[config.mk]
export PLATFORM = sky130hd
export DESIGN_NAME = adc_trig_cmp
export DESIGN_NICKNAME = d
export VERILOG_FILES = /design/src/rtl/adc_trig_pkg.sv /design/src/rtl/adc_trig_regs.sv /design/src/rtl/adc_trig_xfer.sv /design/src/rtl/adc_trig_chan.sv /design/src/rtl/adc_trig_cmp.sv
export SDC_FILE = /design/constraint.sdc
export NUM_CORES = 1
export LEC_CHECK = 0
export BUFFER_PORTS_ARGS = -buffer_cell sky130_fd_sc_hd__clkbuf_2
export CAP_MARGIN = 20
export CORE_ASPECT_RATIO = 1.2
export CORE_MARGIN = 2
export CORE_UTILIZATION = 61
export CTS_CLUSTER_DIAMETER = 30
export DETAILED_ROUTE_END_ITERATION = 7
export MAX_ROUTING_LAYER = met4
export PLACE_DENSITY = 0.88
export SLEW_MARGIN = 15
export SYNTH_ARGS = -nofsm -noshare
export SYNTH_HDL_FRONTEND = slang
export SYNTH_SLANG_ARGS = --single-unit
[constraint.sdc]
create_clock -name clk -period 3.9 [get_ports clk]
set_input_delay 0.39 -clock clk [delete_from_list [all_inputs] [get_ports clk]]
set_output_delay 0.39 -clock clk [all_outputs]
set_load 0.03 [all_outputs]
[src/rtl/adc_trig_pkg.sv]
// Package: shared constants and types of the buffered ADC trigger comparator.
// Assumes two channels; the control layout below is decoded by adc_trig_regs.
package adc_trig_pkg;

    localparam int NUM_CH   = 2;
    localparam int ADDR_W   = 2;
    localparam int CTRL_W   = 10;

    // Register select codes on the write port.
    localparam logic [ADDR_W-1:0] ADDR_CTRL  = 2'd0;
    localparam logic [ADDR_W-1:0] ADDR_STG_A = 2'd1;
    localparam logic [ADDR_W-1:0] ADDR_STG_B = 2'd2;

    // Control bit positions.
    localparam int MODE_LSB     = 0;
    localparam int DIR_EN_LSB   = 2;   // two bits per channel: up, down
    localparam int LINK_LSB     = 6;   // two bits per channel: cmp, ovf

    // Copy moment from staging to active trigger point.
    typedef enum logic [1:0] {
        XFER_NONE   = 2'b00,
        XFER_CREST  = 2'b01,
        XFER_TROUGH = 2'b10,
        XFER_BOTH   = 2'b11
    } xfer_mode_e;

    // Per-channel qualification settings.
    typedef struct packed {
        logic link_ovf;
        logic link_cmp;
        logic en_dn;
        logic en_up;
    } ch_cfg_t;

    // Staging register address of a channel.
    function automatic logic [ADDR_W-1:0] stg_addr(input int ch);
        return (ch == 0) ? ADDR_STG_A : ADDR_STG_B;
    endfunction

endpackage

[src/rtl/adc_trig_regs.sv]
// Module: adc_trig_regs
// Holds the control register and the per-channel staging registers written
// through the simple write port. Also presents, per channel, the value a copy
// event in this cycle must take (the incoming write if one targets it).
// Assumes wr_data is at least CTRL_W bits wide.
module adc_trig_regs
    import adc_trig_pkg::*;
#(
    parameter int CNT_W = 16
) (
    input  logic                         clk,
    input  logic                         rst_n,
    input  logic                         wr_en,
    input  logic [ADDR_W-1:0]            wr_addr,
    input  logic [CNT_W-1:0]             wr_data,
    output xfer_mode_e                   xfer_mode,
    output ch_cfg_t [NUM_CH-1:0]         ch_cfg,
    output logic [NUM_CH-1:0][CNT_W-1:0] stg_next
);

    logic [CTRL_W-1:0]            ctrl_q;
    logic [NUM_CH-1:0][CNT_W-1:0] stg_q;
    logic                         ctrl_wr;

    assign ctrl_wr = wr_en && (wr_addr == ADDR_CTRL);

    // Control register: capture the low control bits on a control write.
    always_ff @(posedge clk) begin
        if (!rst_n) begin
            ctrl_q <= '0;
        end else if (ctrl_wr) begin
            ctrl_q <= wr_data[CTRL_W-1:0];
        end
    end

    assign xfer_mode = xfer_mode_e'(ctrl_q[MODE_LSB +: 2]);

    generate
        for (genvar c = 0; c < NUM_CH; c++) begin : g_stg
            logic stg_wr;
            assign stg_wr = wr_en && (wr_addr == stg_addr(c));

            // Staging register of channel c: loaded by software only.
            always_ff @(posedge clk) begin
                if (!rst_n) begin
                    stg_q[c] <= '0;
                end else if (stg_wr) begin
                    stg_q[c] <= wr_data;
                end
            end

            // Value a copy event this cycle takes: a same-cycle write wins.
            always_comb begin
                stg_next[c] = stg_wr ? wr_data : stg_q[c];
            end

            // Decode the channel's qualification fields.
            always_comb begin
                ch_cfg[c].en_up    = ctrl_q[DIR_EN_LSB + 2*c];
                ch_cfg[c].en_dn    = ctrl_q[DIR_EN_LSB + 2*c + 1];
                ch_cfg[c].link_cmp = ctrl_q[LINK_LSB + 2*c];
                ch_cfg[c].link_ovf = ctrl_q[LINK_LSB + 2*c + 1];
            end


            ctrl_keeps_stg_chk: assert property (@(posedge clk) disable iff (!rst_n)
                (wr_en && wr_addr != stg_addr(c)) |=> $stable(stg_q[c]));
        end
    endgenerate


    stg_wr_keeps_ctrl_chk: assert property (@(posedge clk) disable iff (!rst_n)
        (wr_en && wr_addr != ADDR_CTRL) |=> $stable(ctrl_q));

endmodule

[src/rtl/adc_trig_xfer.sv]
// Module: adc_trig_xfer
// Active trigger point of one channel. Copies the staged value when the
// selected crest/trough event arrives; holds it otherwise.
// Assumes crest_pulse and trough_pulse are single-cycle pulses.
module adc_trig_xfer
    import adc_trig_pkg::*;
#(
    parameter int CNT_W = 16
) (
    input  logic             clk,
    input  logic             rst_n,
    input  xfer_mode_e       xfer_mode,
    input  logic             crest_pulse,
    input  logic             trough_pulse,
    input  logic [CNT_W-1:0] stg_next,
    output logic [CNT_W-1:0] active_pt
);

    logic copy_evt;

    // Select the copy event from the mode field.
    always_comb begin
        unique case (xfer_mode)
            XFER_CREST:  copy_evt = crest_pulse;
            XFER_TROUGH: copy_evt = trough_pulse;
            XFER_BOTH:   copy_evt = crest_pulse || trough_pulse;
            default:     copy_evt = 1'b0;
        endcase
    end

    // Active trigger point register: updated only on a copy event.
    always_ff @(posedge clk) begin
        if (!rst_n) begin
            active_pt <= '0;
        end else if (copy_evt) begin
            active_pt <= stg_next;
        end
    end


    hold_without_evt_chk: assert property (@(posedge clk) disable iff (!rst_n)
        (!crest_pulse && !trough_pulse) |=> $stable(active_pt));


    mode_none_hold_chk: assert property (@(posedge clk) disable iff (!rst_n)
        (xfer_mode == XFER_NONE) |=> $stable(active_pt));

endmodule

[src/rtl/adc_trig_chan.sv]
// Module: adc_trig_chan
// Compare and qualification of one trigger channel. A qualified match is a
// count equal to the active point in an enabled direction with the skip gate
// open; the output pulses one cycle after the first cycle of such a match.
// Assumes the skip flags are stable for a carrier period.
module adc_trig_chan
    import adc_trig_pkg::*;
#(
    parameter int CNT_W = 16
) (
    input  logic             clk,
    input  logic             rst_n,
    input  logic [CNT_W-1:0] cnt_val,
    input  logic             cnt_up,
    input  logic [CNT_W-1:0] active_pt,
    input  ch_cfg_t          cfg,
    input  logic             skip_cmp_ok,
    input  logic             skip_ovf_ok,
    output logic             trig
);

    logic eq_hit;
    logic dir_ok;
    logic gate_ok;
    logic qual_hit;
    logic hit_prev;

    // Combine compare, direction enable and skip gate.
    always_comb begin
        eq_hit   = (cnt_val == active_pt);
        dir_ok   = cnt_up ? cfg.en_up : cfg.en_dn;
        gate_ok  = (!cfg.link_cmp || skip_cmp_ok) && (!cfg.link_ovf || skip_ovf_ok);
        qual_hit = eq_hit && dir_ok && gate_ok;
    end

    // Pulse register and match history for single-pulse behaviour.
    always_ff @(posedge clk) begin
        if (!rst_n) begin
            trig     <= 1'b0;
            hit_prev <= 1'b0;
        end else begin
            trig     <= qual_hit && !hit_prev;
            hit_prev <= qual_hit;
        end
    end


    one_wide_chk: assert property (@(posedge clk) disable iff (!rst_n)
        trig |=> !trig);


    match_before_chk: assert property (@(posedge clk) disable iff (!rst_n)
        $rose(trig) |-> $past(cnt_val == active_pt));


    dir_enabled_chk: assert property (@(posedge clk) disable iff (!rst_n)
        $rose(trig) |-> $past(cnt_up ? cfg.en_up : cfg.en_dn));


    skip_gate_chk: assert property (@(posedge clk) disable iff (!rst_n)
        $rose(trig) |-> $past((!cfg.link_cmp || skip_cmp_ok) && (!cfg.link_ovf || skip_ovf_ok)));

endmodule

[src/rtl/adc_trig_cmp.sv]
// Module: adc_trig_cmp (top)
// Buffered two-channel ADC trigger comparator for an up/down PWM carrier.
// Instantiates the register file, then per channel an active trigger point
// with crest/trough copy and a compare/qualify stage.
// Assumes the carrier counter, crest/trough pulses and skip flags come from
// the surrounding timer on the same clock.
module adc_trig_cmp
    import adc_trig_pkg::*;
#(
    parameter int CNT_W = 16
) (
    input  logic              clk,
    input  logic              rst_n,
    input  logic [CNT_W-1:0]  cnt_val,
    input  logic              cnt_up,
    input  logic              crest_pulse,
    input  logic              trough_pulse,
    input  logic              skip_cmp_ok,
    input  logic              skip_ovf_ok,
    input  logic              wr_en,
    input  logic [ADDR_W-1:0] wr_addr,
    input  logic [CNT_W-1:0]  wr_data,
    output logic              trig_a,
    output logic              trig_b
);

    xfer_mode_e                   xfer_mode;
    ch_cfg_t [NUM_CH-1:0]         ch_cfg;
    logic [NUM_CH-1:0][CNT_W-1:0] stg_next;
    logic [NUM_CH-1:0][CNT_W-1:0] active_pt;
    logic [NUM_CH-1:0]            trig_vec;

    adc_trig_regs #(.CNT_W(CNT_W)) regs_i (
        .clk       (clk),
        .rst_n     (rst_n),
        .wr_en     (wr_en),
        .wr_addr   (wr_addr),
        .wr_data   (wr_data),
        .xfer_mode (xfer_mode),
        .ch_cfg    (ch_cfg),
        .stg_next  (stg_next)
    );

    generate
        for (genvar c = 0; c < NUM_CH; c++) begin : g_ch
            adc_trig_xfer #(.CNT_W(CNT_W)) xfer_i (
                .clk          (clk),
                .rst_n        (rst_n),
                .xfer_mode    (xfer_mode),
                .crest_pulse  (crest_pulse),
                .trough_pulse (trough_pulse),
                .stg_next     (stg_next[c]),
                .active_pt    (active_pt[c])
            );

            adc_trig_chan #(.CNT_W(CNT_W)) chan_i (
                .clk         (clk),
                .rst_n       (rst_n),
                .cnt_val     (cnt_val),
                .cnt_up      (cnt_up),
                .active_pt   (active_pt[c]),
                .cfg         (ch_cfg[c]),
                .skip_cmp_ok (skip_cmp_ok),
                .skip_ovf_ok (skip_ovf_ok),
                .trig        (trig_vec[c])
            );
        end
    endgenerate

    assign trig_a = trig_vec[0];
    assign trig_b = trig_vec[1];

endmodule

==> results of run 1 <==
[final cells by class]
type                            instances  share of cell area
Multi-Input combinational cell        210               0.405
Tap cell                               60              0.0206
Clock inverter                          3              0.0179
Sequential cell                        78               0.429
Inverter                                5             0.00515
Clock buffer                           13              0.0464
Timing Repair Buffer                   48              0.0759
[sequential cells by signal (all words and copies together), names as in the netlist]
name and flops:
g_ch.xfer_i.active_pt 32, regs_i.stg_q 32, regs_i.ctrl_q 10, g_ch.chan_i.hit_prev 2
g_ch.chan_i.trig 2
[stage by stage]
step,hold slack [ns],instance area [µm²],total power (W),cells
floorplan,0.390,3140,0.000950,313
global placement,0.398,3370,0.00100,399
detailed placement,0.408,3370,0.00101,399
CTS,0.327,3600,0.00169,415
global route,0.351,3640,0.00175,417
finish,0.332,3640,0.00169,417
[worst min-delay path, cell delays in order]
cell	delay [ns]
clkbuf_2	0.10
mux2i_1	0.07
nor2b_1	0.09
[cells in the final DEF (no fill, tap or decap), types with 3 or more instances in the layout]
| master | netlist | final |
|---|---|---|
| nor4_1 | 3 | 3 |
| xor2_1 | 12 | 12 |
| dfxtp_1 | 78 | 78 |
| clkbuf_8 | 0 | 12 |
| buf_4 | 2 | 3 |
| xnor2_1 | 18 | 18 |
| inv_1 | 5 | 5 |
| nand3_1 | 3 | 3 |
| o21ai_0 | 33 | 33 |
| mux2i_1 | 39 | 39 |
| nor2b_1 | 42 | 42 |
| nand2b_1 | 3 | 3 |
| clkbuf_2 | 0 | 43 |
| a21oi_1 | 35 | 35 |
| nor2_1 | 3 | 3 |
[metal layers]
metal / vias to the layer above / track usage / wire length, µm
met5: - / - / 0
met4: 0 / 0.124 / 186
met3: 19 / 0.0704 / 347
met2: 74 / 0.438 / 3260
met1: 1081 / 0.285 / 2890
li1: 1148 / - / -
[report_power, final]
group	internal [W]	total (W)	switching [W]
logic	0.0000713	0.000154	0.0000827
registers	0.000825	0.000839	0.0000138
clock network	0.000412	0.000696	0.000284
[worst paths after layout]
| path | startpoint | end | depth (start not counted) |
|---|---|---|---|
| max | rst_n | g_ch[0].chan_i.trig | 5 |
| min | wr_data[4] | regs_i.ctrl_q[4] | 3 |
| max reg2reg | g_ch[0].xfer_i.active_pt[3] | g_ch[0].chan_i.trig | 4 |
| min reg2reg | g_ch[1].chan_i.hit_prev | g_ch[1].chan_i.trig | 1 |
[logic make-up (layout without fill, tap and decap cells)]
group	after synthesis	after routing	synth area share
XOR/XNOR	30	30	0.0836
AND/OR/NAND/NOR	67	67	0.137
flip-flops	78	78	0.497
multiplexers	40	40	0.128
AO/OA/AOI/OAI	73	73	0.121
buffers and inverters	25	69	0.0334
==> impl_metrics.json, run 1 <==
{
  "synth_area_leaders": "dfxtp_1 (50%), mux2i_1 (12%), nor2b_1 (8.4%)",
  "vias": 2322,
  "hold_path_class": "in -> reg",
  "vdd_drop_max_v": 0.000357,
  "avgSynthCellArea_um2": 10.0,
  "cts_tree": "built",
  "dr.pass1.iters": 4,
  "hpwlAfterDp_mm": 4.32,
  "critical_path_required_ns": 4.17,
  "antenna_cells": 0,
  "num_io_pins": 44,
  "fmax_ghz": 0.585,
  "grt_overflow": 0,
  "cts_hold_buf": 0,
  "synth_most_common_cell": "dfxtp_1",
  "postCtsSetupRepairBufs": 0,
  "die_x_um": 69.5,
  "fp.dieH_um": 82.6,
  "skew_ns": 0.00302,
  "status": "finished, final reports clean",
  "reg2reg_slack_ns": 2.43,
  "drc": 0,
  "syn_inst": 313,
  "period_share": 0.438,
  "timing.critical_path.buf_inv": 2,
  "antenna_found_initial": 0,
  "seq_area_frac_synth": 0.497,
  "cts_root_buf": "clkbuf_8",
  "cts-buffers-inserted": 9,
  "crit_chain": "clkbuf_2, buf_16, nand3_1, or4_4, nor4_2",
  "cp.arrival_ns": 1.98,
  "postCtsResizedCells": 0,
  "port_buffers": 43,
  "std_cell_rows": 28,
  "period_needed_ns": 1.71,
  "tns_ns": 0,
  "drt-wirelength-per-cell_um": 16.0,
  "nNetsFinal": 394,
  "die_area_mm2": 0.00574,
  "worst_pin_slew_ns": 0.569,
  "cp_top_family": "simple AND/OR/NAND/NOR gates",
  "slowest_delay_ns": 0.55,
  "cts_buffer_depth": 2,
  "grt_pass1_vias": 2344,
  "design.core.area_mm2": 0.00494,
  "viasPerCell": 5.57,
  "yosysUniqueCellTypes": 28,
  "leakagePower_nw": 1.59,
  "finalSetupViolCount": 0,
  "path_clk_slew_ns": 0.08,
  "cap_violations": 0,
  "gp_congestion": 0.881,
  "place_ws_ns": 1.58,
  "synthArstFlopShare": 0,
  "grt_pass1_wl_mm": 11.0,
  "synth_top_area_frac": 0.497,
  "slew_headroom": 0.621,
  "power_density_mw_per_mm2": 464,
  "synth_seq_cells": 78,
  "yosysTopAreaCell": "dfxtp_1",
  "hold_viol": 0,
  "synth_flop_cell": "dfxtp_1",
  "first_iter_violations": 144,
  "htree_levels": 3,
  "critPathCaptureType": "flip-flop",
  "cts_sinks": 78,
  "crit_path_start_kind": "input port",
  "area_growth_pct": 15.9,
  "synth-edff-count": 0,
  "synth_warnings": 0,
  "seq_area_mm2": 0.00156,
  "rsz0062_at_grt": "no",
  "drive_gt1_frac": 0.190,
  "ant_nets": 0,
  "critPathKind": "in -> reg",
  "grt_max_degree": 77,
  "crit_fanout": 43,
  "start_util": 0.636,
  "netlist_top_cells_count": "dfxtp_1 (78), nor2b_1 (42), mux2i_1 (39), a21oi_1 (35), o21ai_0 (33)",
  "fillers": 357,
  "multi_input_area_mm2": 0.00148,
  "syn_area_mm2": 0.00314,
  "worstSkewPairLatency_ns": 0.35,
  "fin_ws_ns": 2.19,
  "wl_mm": 6.68,
  "grt_usage": 0.258,
  "finalMaxSlewViolations": 0,
  "synth_nets": 355,
  "fin_util": 0.737,
  "critPathSlowestCell": "or4_4"
}
(Power assumes the default switching activity.)
==> inputs of run 2 (changes only) <==
--- a/config.mk
+++ b/config.mk
@@ -9,11 +9,11 @@
 export CAP_MARGIN = 20
 export CORE_ASPECT_RATIO = 1.2
 export CORE_MARGIN = 2
-export CORE_UTILIZATION = 61
+export CORE_UTILIZATION = 56
 export CTS_CLUSTER_DIAMETER = 30
 export DETAILED_ROUTE_END_ITERATION = 7
 export MAX_ROUTING_LAYER = met4
-export PLACE_DENSITY = 0.88
+export PLACE_DENSITY = 0.82
 export SLEW_MARGIN = 15
 export SYNTH_ARGS = -nofsm -noshare
 export SYNTH_HDL_FRONTEND = slang
==> constraint.sdc (replaced) <==
create_clock -name clk -period 1.6 [get_ports clk]
set_input_delay 0.16 -clock clk [delete_from_list [all_inputs] [get_ports clk]]
set_output_delay 0.16 -clock clk [all_outputs]
set_load 0.03 [all_outputs]
==> run 2 against run 1 <==
Effect of this change: worst hold slack got worse by 0.23 ns; cell count is 0.48% higher; die area increased by 8.4%; register-to-register slack got worse by 2.3 ns; routed wire length decreased by 9.4%; utilization decreased by 6.9 points; first-iteration DRC count grew 6.3%; flip-flop and latch count is the same; combinational power up 140%; largest power group unchanged.
==> impl_metrics.json, run 2 (synthesis results as in run 1) <==
{
  "status": "finished, final reports clean",
  "crit_fanout": 2,
  "critPathCaptureType": "flip-flop",
  "reg2reg_slack_ns": 0.14,
  "critPathKind": "reg -> reg",
  "rr_worst_depth": 4,
  "p_seq_frac": 0.549,
  "die_area_mm2": 0.00623,
  "start_util": 0.585,
  "viasPerCell": 5.39,
  "cp_top_family": "simple AND/OR/NAND/NOR gates",
  "port_buffers": 43,
  "clockPowerShare": 0.353,
  "crit_chain": "xnor2_1, nand3_1, or4_4, nor4_2",
  "vias": 2260,
  "slew_headroom": 0.653,
  "fin_util": 0.669,
  "fp.dieH_um": 86.1,
  "p_int_w": 0.00282,
  "top_regs": "g_ch.xfer_i.active_pt: 32 flops, regs_i.stg_q: 32 flops, regs_i.ctrl_q: 10 flops",
  "ant_nets": 0,
  "postCtsResizedCells": 0,
  "skew_ns": 0.00842,
  "rsz0062_at_grt": "no",
  "dr.pass1.iters": 4,
  "wl_mm": 6.05,
  "gp_congestion": 0.792,
  "min_to": "g_ch[1].xfer_i.active_pt[3]",
  "die_x_um": 72.4,
  "htree_levels": 3,
  "fillers": 443,
  "slowest_delay_ns": 0.55,
  "period_needed_ns": 1.46,
  "switching_share": 0.242,
  "first_iter_violations": 153,
  "std_cell_rows": 29,
  "num_io_pins": 44,
  "critical_path_required_ns": 1.86,
  "holdPathStages": 3,
  "hold_start": "rst_n",
  "leakagePower_nw": 1.56,
  "finalSetupViolCount": 0,
  "r2r_start": "g_ch[0].xfer_i.active_pt[3]",
  "cts_hold_buf": 0,
  "grt_overflow": 0,
  "cp_num_cells": 4,
  "cts_tree": "built",
  "design.core.area_mm2": 0.00537,
  "nNetsFinal": 395,
  "cts_root_buf": "clkbuf_8",
  "grt_max_degree": 65,
  "p_sw_w": 0.000903,
  "vdd_drop_max_v": 0.000970,
  "area_growth_pct": 14.3,
  "drc": 0,
  "cts_sinks": 78,
  "period_share": 0.915,
  "worstReg2RegEnd": "g_ch[0].chan_i.trig",
  "antenna_found_initial": 0,
  "timing.critical_path.buf_inv": 0,
  "antenna_cells": 0,
  "power.total_w": 0.00372,
  "crit_path_start_kind": "flip-flop",
  "holdWs_ns": 0.0972,
  "p_comb_frac": 0.098,
  "cts-buffers-inserted": 9,
  "hpwlAfterDp_mm": 4.24,
  "worst_pin_slew_ns": 0.520,
  "grt_pass1_wl_mm": 9.83,
  "drive_gt1_frac": 0.193,
  "power_density_mw_per_mm2": 1040,
  "stdcell_area_mm2": 0.00359,
  "critPathSlowestCell": "or4_4",
  "grt_pass1_vias": 2079,
  "postCtsSetupRepairBufs": 0,
  "grt_usage": 0.212,
  "placed_cell_area_mm2": 0.00341,
  "most-common-layout-cells": "dfxtp_1 (78), clkbuf_2 (43), nor2b_1 (42), mux2i_1 (39), a21oi_1 (35)",
  "final_common_cell": "dfxtp_1",
  "worstSkewPairLatency_ns": 0.34,
  "cp.arrival_ns": 1.72,
  "cts_buffer_depth": 2,
  "hold_path_class": "in -> reg",
  "fmax_ghz": 0.683,
  "path_clk_slew_ns": 0.08,
  "finalMaxSlewViolations": 0,
  "cap_violations": 0,
  "drt-wirelength-per-cell_um": 14.4,
  "hold_viol": 0,
  "tns_ns": 0
}
==> run 2: routing by layer <==
| metal | wire [µm] | vias to the layer above | track usage |
|---|---|---|---|
| li1 | - | 1149 | - |
| met1 | 2750 | 1051 | 0.266 |
| met2 | 2950 | 50 | 0.333 |
| met3 | 245 | 10 | 0.0576 |
| met4 | 110 | 0 | 0.0690 |
| met5 | 0 | - | - |
==> run 2: tightest hold or removal path, cell delays in order <==
cell and delay (ns):
clkbuf_2 0.12, o21ai_0 0.08, a21oi_1 0.04
==> run 2: how the worst max path moves through the flow <==
stage | from | to | slack (ns)
after CTS | regs_i.ctrl_q[1] | g_ch[1].xfer_i.active_pt[12] | 0.05
after global routing | g_ch[0].xfer_i.active_pt[3] | g_ch[0].chan_i.trig | 0.07
final | g_ch[0].xfer_i.active_pt[3] | g_ch[0].chan_i.trig | 0.14
after global placement | g_ch[0].xfer_i.active_pt[12] | g_ch[0].chan_i.trig | 0.14
after floorplan | g_ch[0].xfer_i.active_pt[3] | g_ch[0].chan_i.trig | 0.24
after detailed placement | regs_i.ctrl_q[1] | g_ch[1].xfer_i.active_pt[12] | 0.08
==> run 2: power by group through the flow <==
stage / Combinational, W / Sequential, W / Clock, W
after CTS: 0.000367 / 0.00204 / 0.00134
after global routing: 0.000403 / 0.00205 / 0.00141
after floorplan: 0.000236 / 0.00208 / 0
after global placement: 0.000358 / 0.00209 / 0
final: 0.000365 / 0.00204 / 0.00131
after detailed placement: 0.000365 / 0.00209 / 0
==> run 2: per-stage QoR <==
step                      cells  setup slack, ns
after floorplan             313            0.243
after global placement      404            0.143
after detailed placement    404           0.0774
after CTS                   419           0.0513
after global routing        419           0.0688
final                       419            0.136
==> run 2: cell type report <==
type	instances	area (µm²)	share of cell area
flip-flops and latches	78	1560	0.435
well taps	62	77.6	0.0216
clock buffers	12	155	0.0432
multi-input cells	210	1490	0.414
inverters	5	18.8	0.00523
clock inverters	3	20.0	0.00557
repair buffers	49	273	0.0760
==> inputs of run 3 (changes only) <==
--- a/config.mk
+++ b/config.mk
@@ -12,8 +12,10 @@
 export CORE_UTILIZATION = 56
 export CTS_CLUSTER_DIAMETER = 30
 export DETAILED_ROUTE_END_ITERATION = 7
+export HOLD_SLACK_MARGIN = 0.02
 export MAX_ROUTING_LAYER = met4
 export PLACE_DENSITY = 0.82
+export REMOVE_ABC_BUFFERS = 1
 export SLEW_MARGIN = 15
 export SYNTH_ARGS = -nofsm -noshare
 export SYNTH_HDL_FRONTEND = slang
==> run 3 against run 2 <==
Effect of this change: combinational power up 1%; global-route usage up 0.91 points; die area unchanged; register-to-register slack worse by 0.03 ns; clock power down 4%.
==> impl_metrics.json, run 3 (synthesis results as in run 1) <==
{
  "status": "finished, final reports clean",
  "area_growth_pct": 14.1,
  "skew_ns": 0.00776,
  "slew_headroom": 0.630,
  "period_needed_ns": 1.49,
  "fillers": 417,
  "fmax_ghz": 0.670,
  "critPathSlowestCell": "or4_4",
  "die_area_mm2": 0.00623,
  "crit_path_end": "g_ch[0].chan_i.trig",
  "period_share": 0.933,
  "viasPerCell": 5.43,
  "cts-buffers-inserted": 9,
  "leakagePower_nw": 1.56,
  "grt_pass1_vias": 2215,
  "crit_fanout": 2,
  "met3_usage": 0.0541,
  "slowest_delay_ns": 0.54,
  "worstReg2RegEnd": "g_ch[0].chan_i.trig",
  "cp_top_family": "simple AND/OR/NAND/NOR gates",
  "p_comb_frac": 0.100,
  "critical_path_required_ns": 1.85,
  "crit_chain": "xnor2_1, nand3_1, or4_4, nor4_2",
  "vdd_drop_max_v": 0.000543,
  "cts_hold_buf": 0,
  "ant_nets": 0,
  "critPathCaptureType": "flip-flop",
  "top_regs": "g_ch.xfer_i.active_pt: 32 flops, regs_i.stg_q: 32 flops, regs_i.ctrl_q: 10 flops",
  "gp_congestion": 0.766,
  "seq_area_mm2": 0.00156,
  "gr-max-usage-layer": "met2",
  "grt_usage": 0.221,
  "start_util": 0.585,
  "path_clk_slew_ns": 0.08,
  "reg2reg_slack_ns": 0.11,
  "holdWs_ns": 0.0942,
  "timing.critical_path.buf_inv": 0,
  "worst_pin_slew_ns": 0.555,
  "nNetsFinal": 394,
  "cp.arrival_ns": 1.74,
  "grt_util_met2": 0.350,
  "power_density_mw_per_mm2": 1020,
  "hold_viol": 0,
  "std_cell_rows": 29,
  "finalMaxSlewViolations": 0,
  "switching_share": 0.244,
  "p_int_w": 0.00278,
  "p_sw_w": 0.000895,
  "dr.pass1.iters": 4,
  "p_seq_frac": 0.557,
  "cts_root_buf": "clkbuf_8",
  "cp_num_cells": 4,
  "cts_tree": "built",
  "cap_violations": 0,
  "grt_util_met1": 0.267,
  "grt_pass1_wl_mm": 10.2,
  "antenna_cells": 0,
  "fin_util": 0.668,
  "r2r_start": "g_ch[0].xfer_i.active_pt[3]",
  "clockPowerShare": 0.343,
  "vias": 2271,
  "design.core.area_mm2": 0.00537,
  "drt-wirelength-per-cell_um": 14.9,
  "htree_levels": 3,
  "grt_max_degree": 65,
  "most-common-layout-cells": "dfxtp_1 (78), clkbuf_2 (43), nor2b_1 (42), mux2i_1 (39), a21oi_1 (35)",
  "multi_input_area_mm2": 0.00149,
  "cts_buffer_depth": 2,
  "crit_path_start_kind": "flip-flop",
  "holdPathStages": 3,
  "critPathKind": "reg -> reg",
  "wl_mm": 6.23,
  "final_common_cell": "dfxtp_1",
  "antenna_found_initial": 0,
  "cp-startpoint": "g_ch[0].xfer_i.active_pt[3]",
  "die_x_um": 72.4,
  "cts_sinks": 78,
  "first_iter_violations": 160,
  "worstSkewPairLatency_ns": 0.35,
  "finalSetupViolCount": 0,
  "drc": 0,
  "fp.dieH_um": 86.1,
  "drive_gt1_frac": 0.191,
  "rr_worst_depth": 4,
  "grt_overflow": 0,
  "hold_path_class": "in -> reg",
  "rsz0062_at_grt": "no",
  "hpwlAfterDp_mm": 4.23,
  "num_io_pins": 44,
  "port_buffers": 43
}
## run 3: cell count changes in the layout (fill, tap and decap cells not counted), sizes merged
cell,before,now
clkbuf,55,54
buf,6,5
clkinv,1,4
clkinvlp,2,0
## run 3: power groups by stage
| stage | clock network (W) | logic (W) | registers (W) |
|---|---|---|---|
| after floorplan | 0 | 0.000212 | 0.00208 |
| after global placement | 0 | 0.000354 | 0.00209 |
| after detailed placement | 0 | 0.000365 | 0.00209 |
| after CTS | 0.00128 | 0.000370 | 0.00205 |
| after global routing | 0.00136 | 0.000408 | 0.00205 |
| final | 0.00126 | 0.000369 | 0.00205 |
## run 3: worst reg2reg max path, delay by kind of cell, from the launching register on
kind                      cells  cell delay (ns)
xor gates and xnor gates      1             0.16
DFF                           1             0.32
and+or+nand+nor               3             0.91
## run 3: how the worst min path moves through the flow
stage                          end               startpoint  slack [ns]
3_3_place_gp   g_ch[0].chan_i.trig  g_ch[0].chan_i.hit_prev        0.40
2_1_floorplan     regs_i.ctrl_q[7]                    rst_n        0.29
3_5_place_dp   g_ch[0].chan_i.trig  g_ch[0].chan_i.hit_prev        0.41
6_report          regs_i.ctrl_q[9]               wr_data[9]        0.09
5_1_grt           regs_i.ctrl_q[9]               wr_data[9]        0.12
4_1_cts           regs_i.ctrl_q[9]               wr_data[9]         0.1
## run 3: repair_timing
| action | in CTS | in global routing |
|---|---|---|
| gates resized for setup | 1 | 0 |
| endpoints found under the setup margin | 6 | 0 |
| buffers inserted | 0 | 0 |
| endpoints found under the hold margin | 0 | 0 |
## run 3: through the flow
step	TNS [ns]	instances	setup slack, ns	instance area, µm²	power (W)
finish	0	418	0.108	3590	0.00367
CTS	0	418	0.112	3590	0.00370
global placement	0	403	0.146	3410	0.00244
floorplan	-2.21	293	-0.0716	3060	0.00229
detailed placement	-0.00282	403	-0.00282	3410	0.00245
global route	0	418	0.0296	3590	0.00382
## run 3: layer usage
metal  routed length (µm)  vias to the layer above
met5                    0                        -
met1                 2870                     1057
met2                 3020                       50
met3                  209                       14
met4                  128                        0
li1                     -                     1150
## run 3: layout make-up
type                    instances  area share
clock buffers                  11      0.0394
clock inverters                 4     0.00663
inverters                       5     0.00523
multi-input cells             210       0.414
flip-flops and latches         78       0.435
well taps                      62      0.0216
repair buffers                 48      0.0775
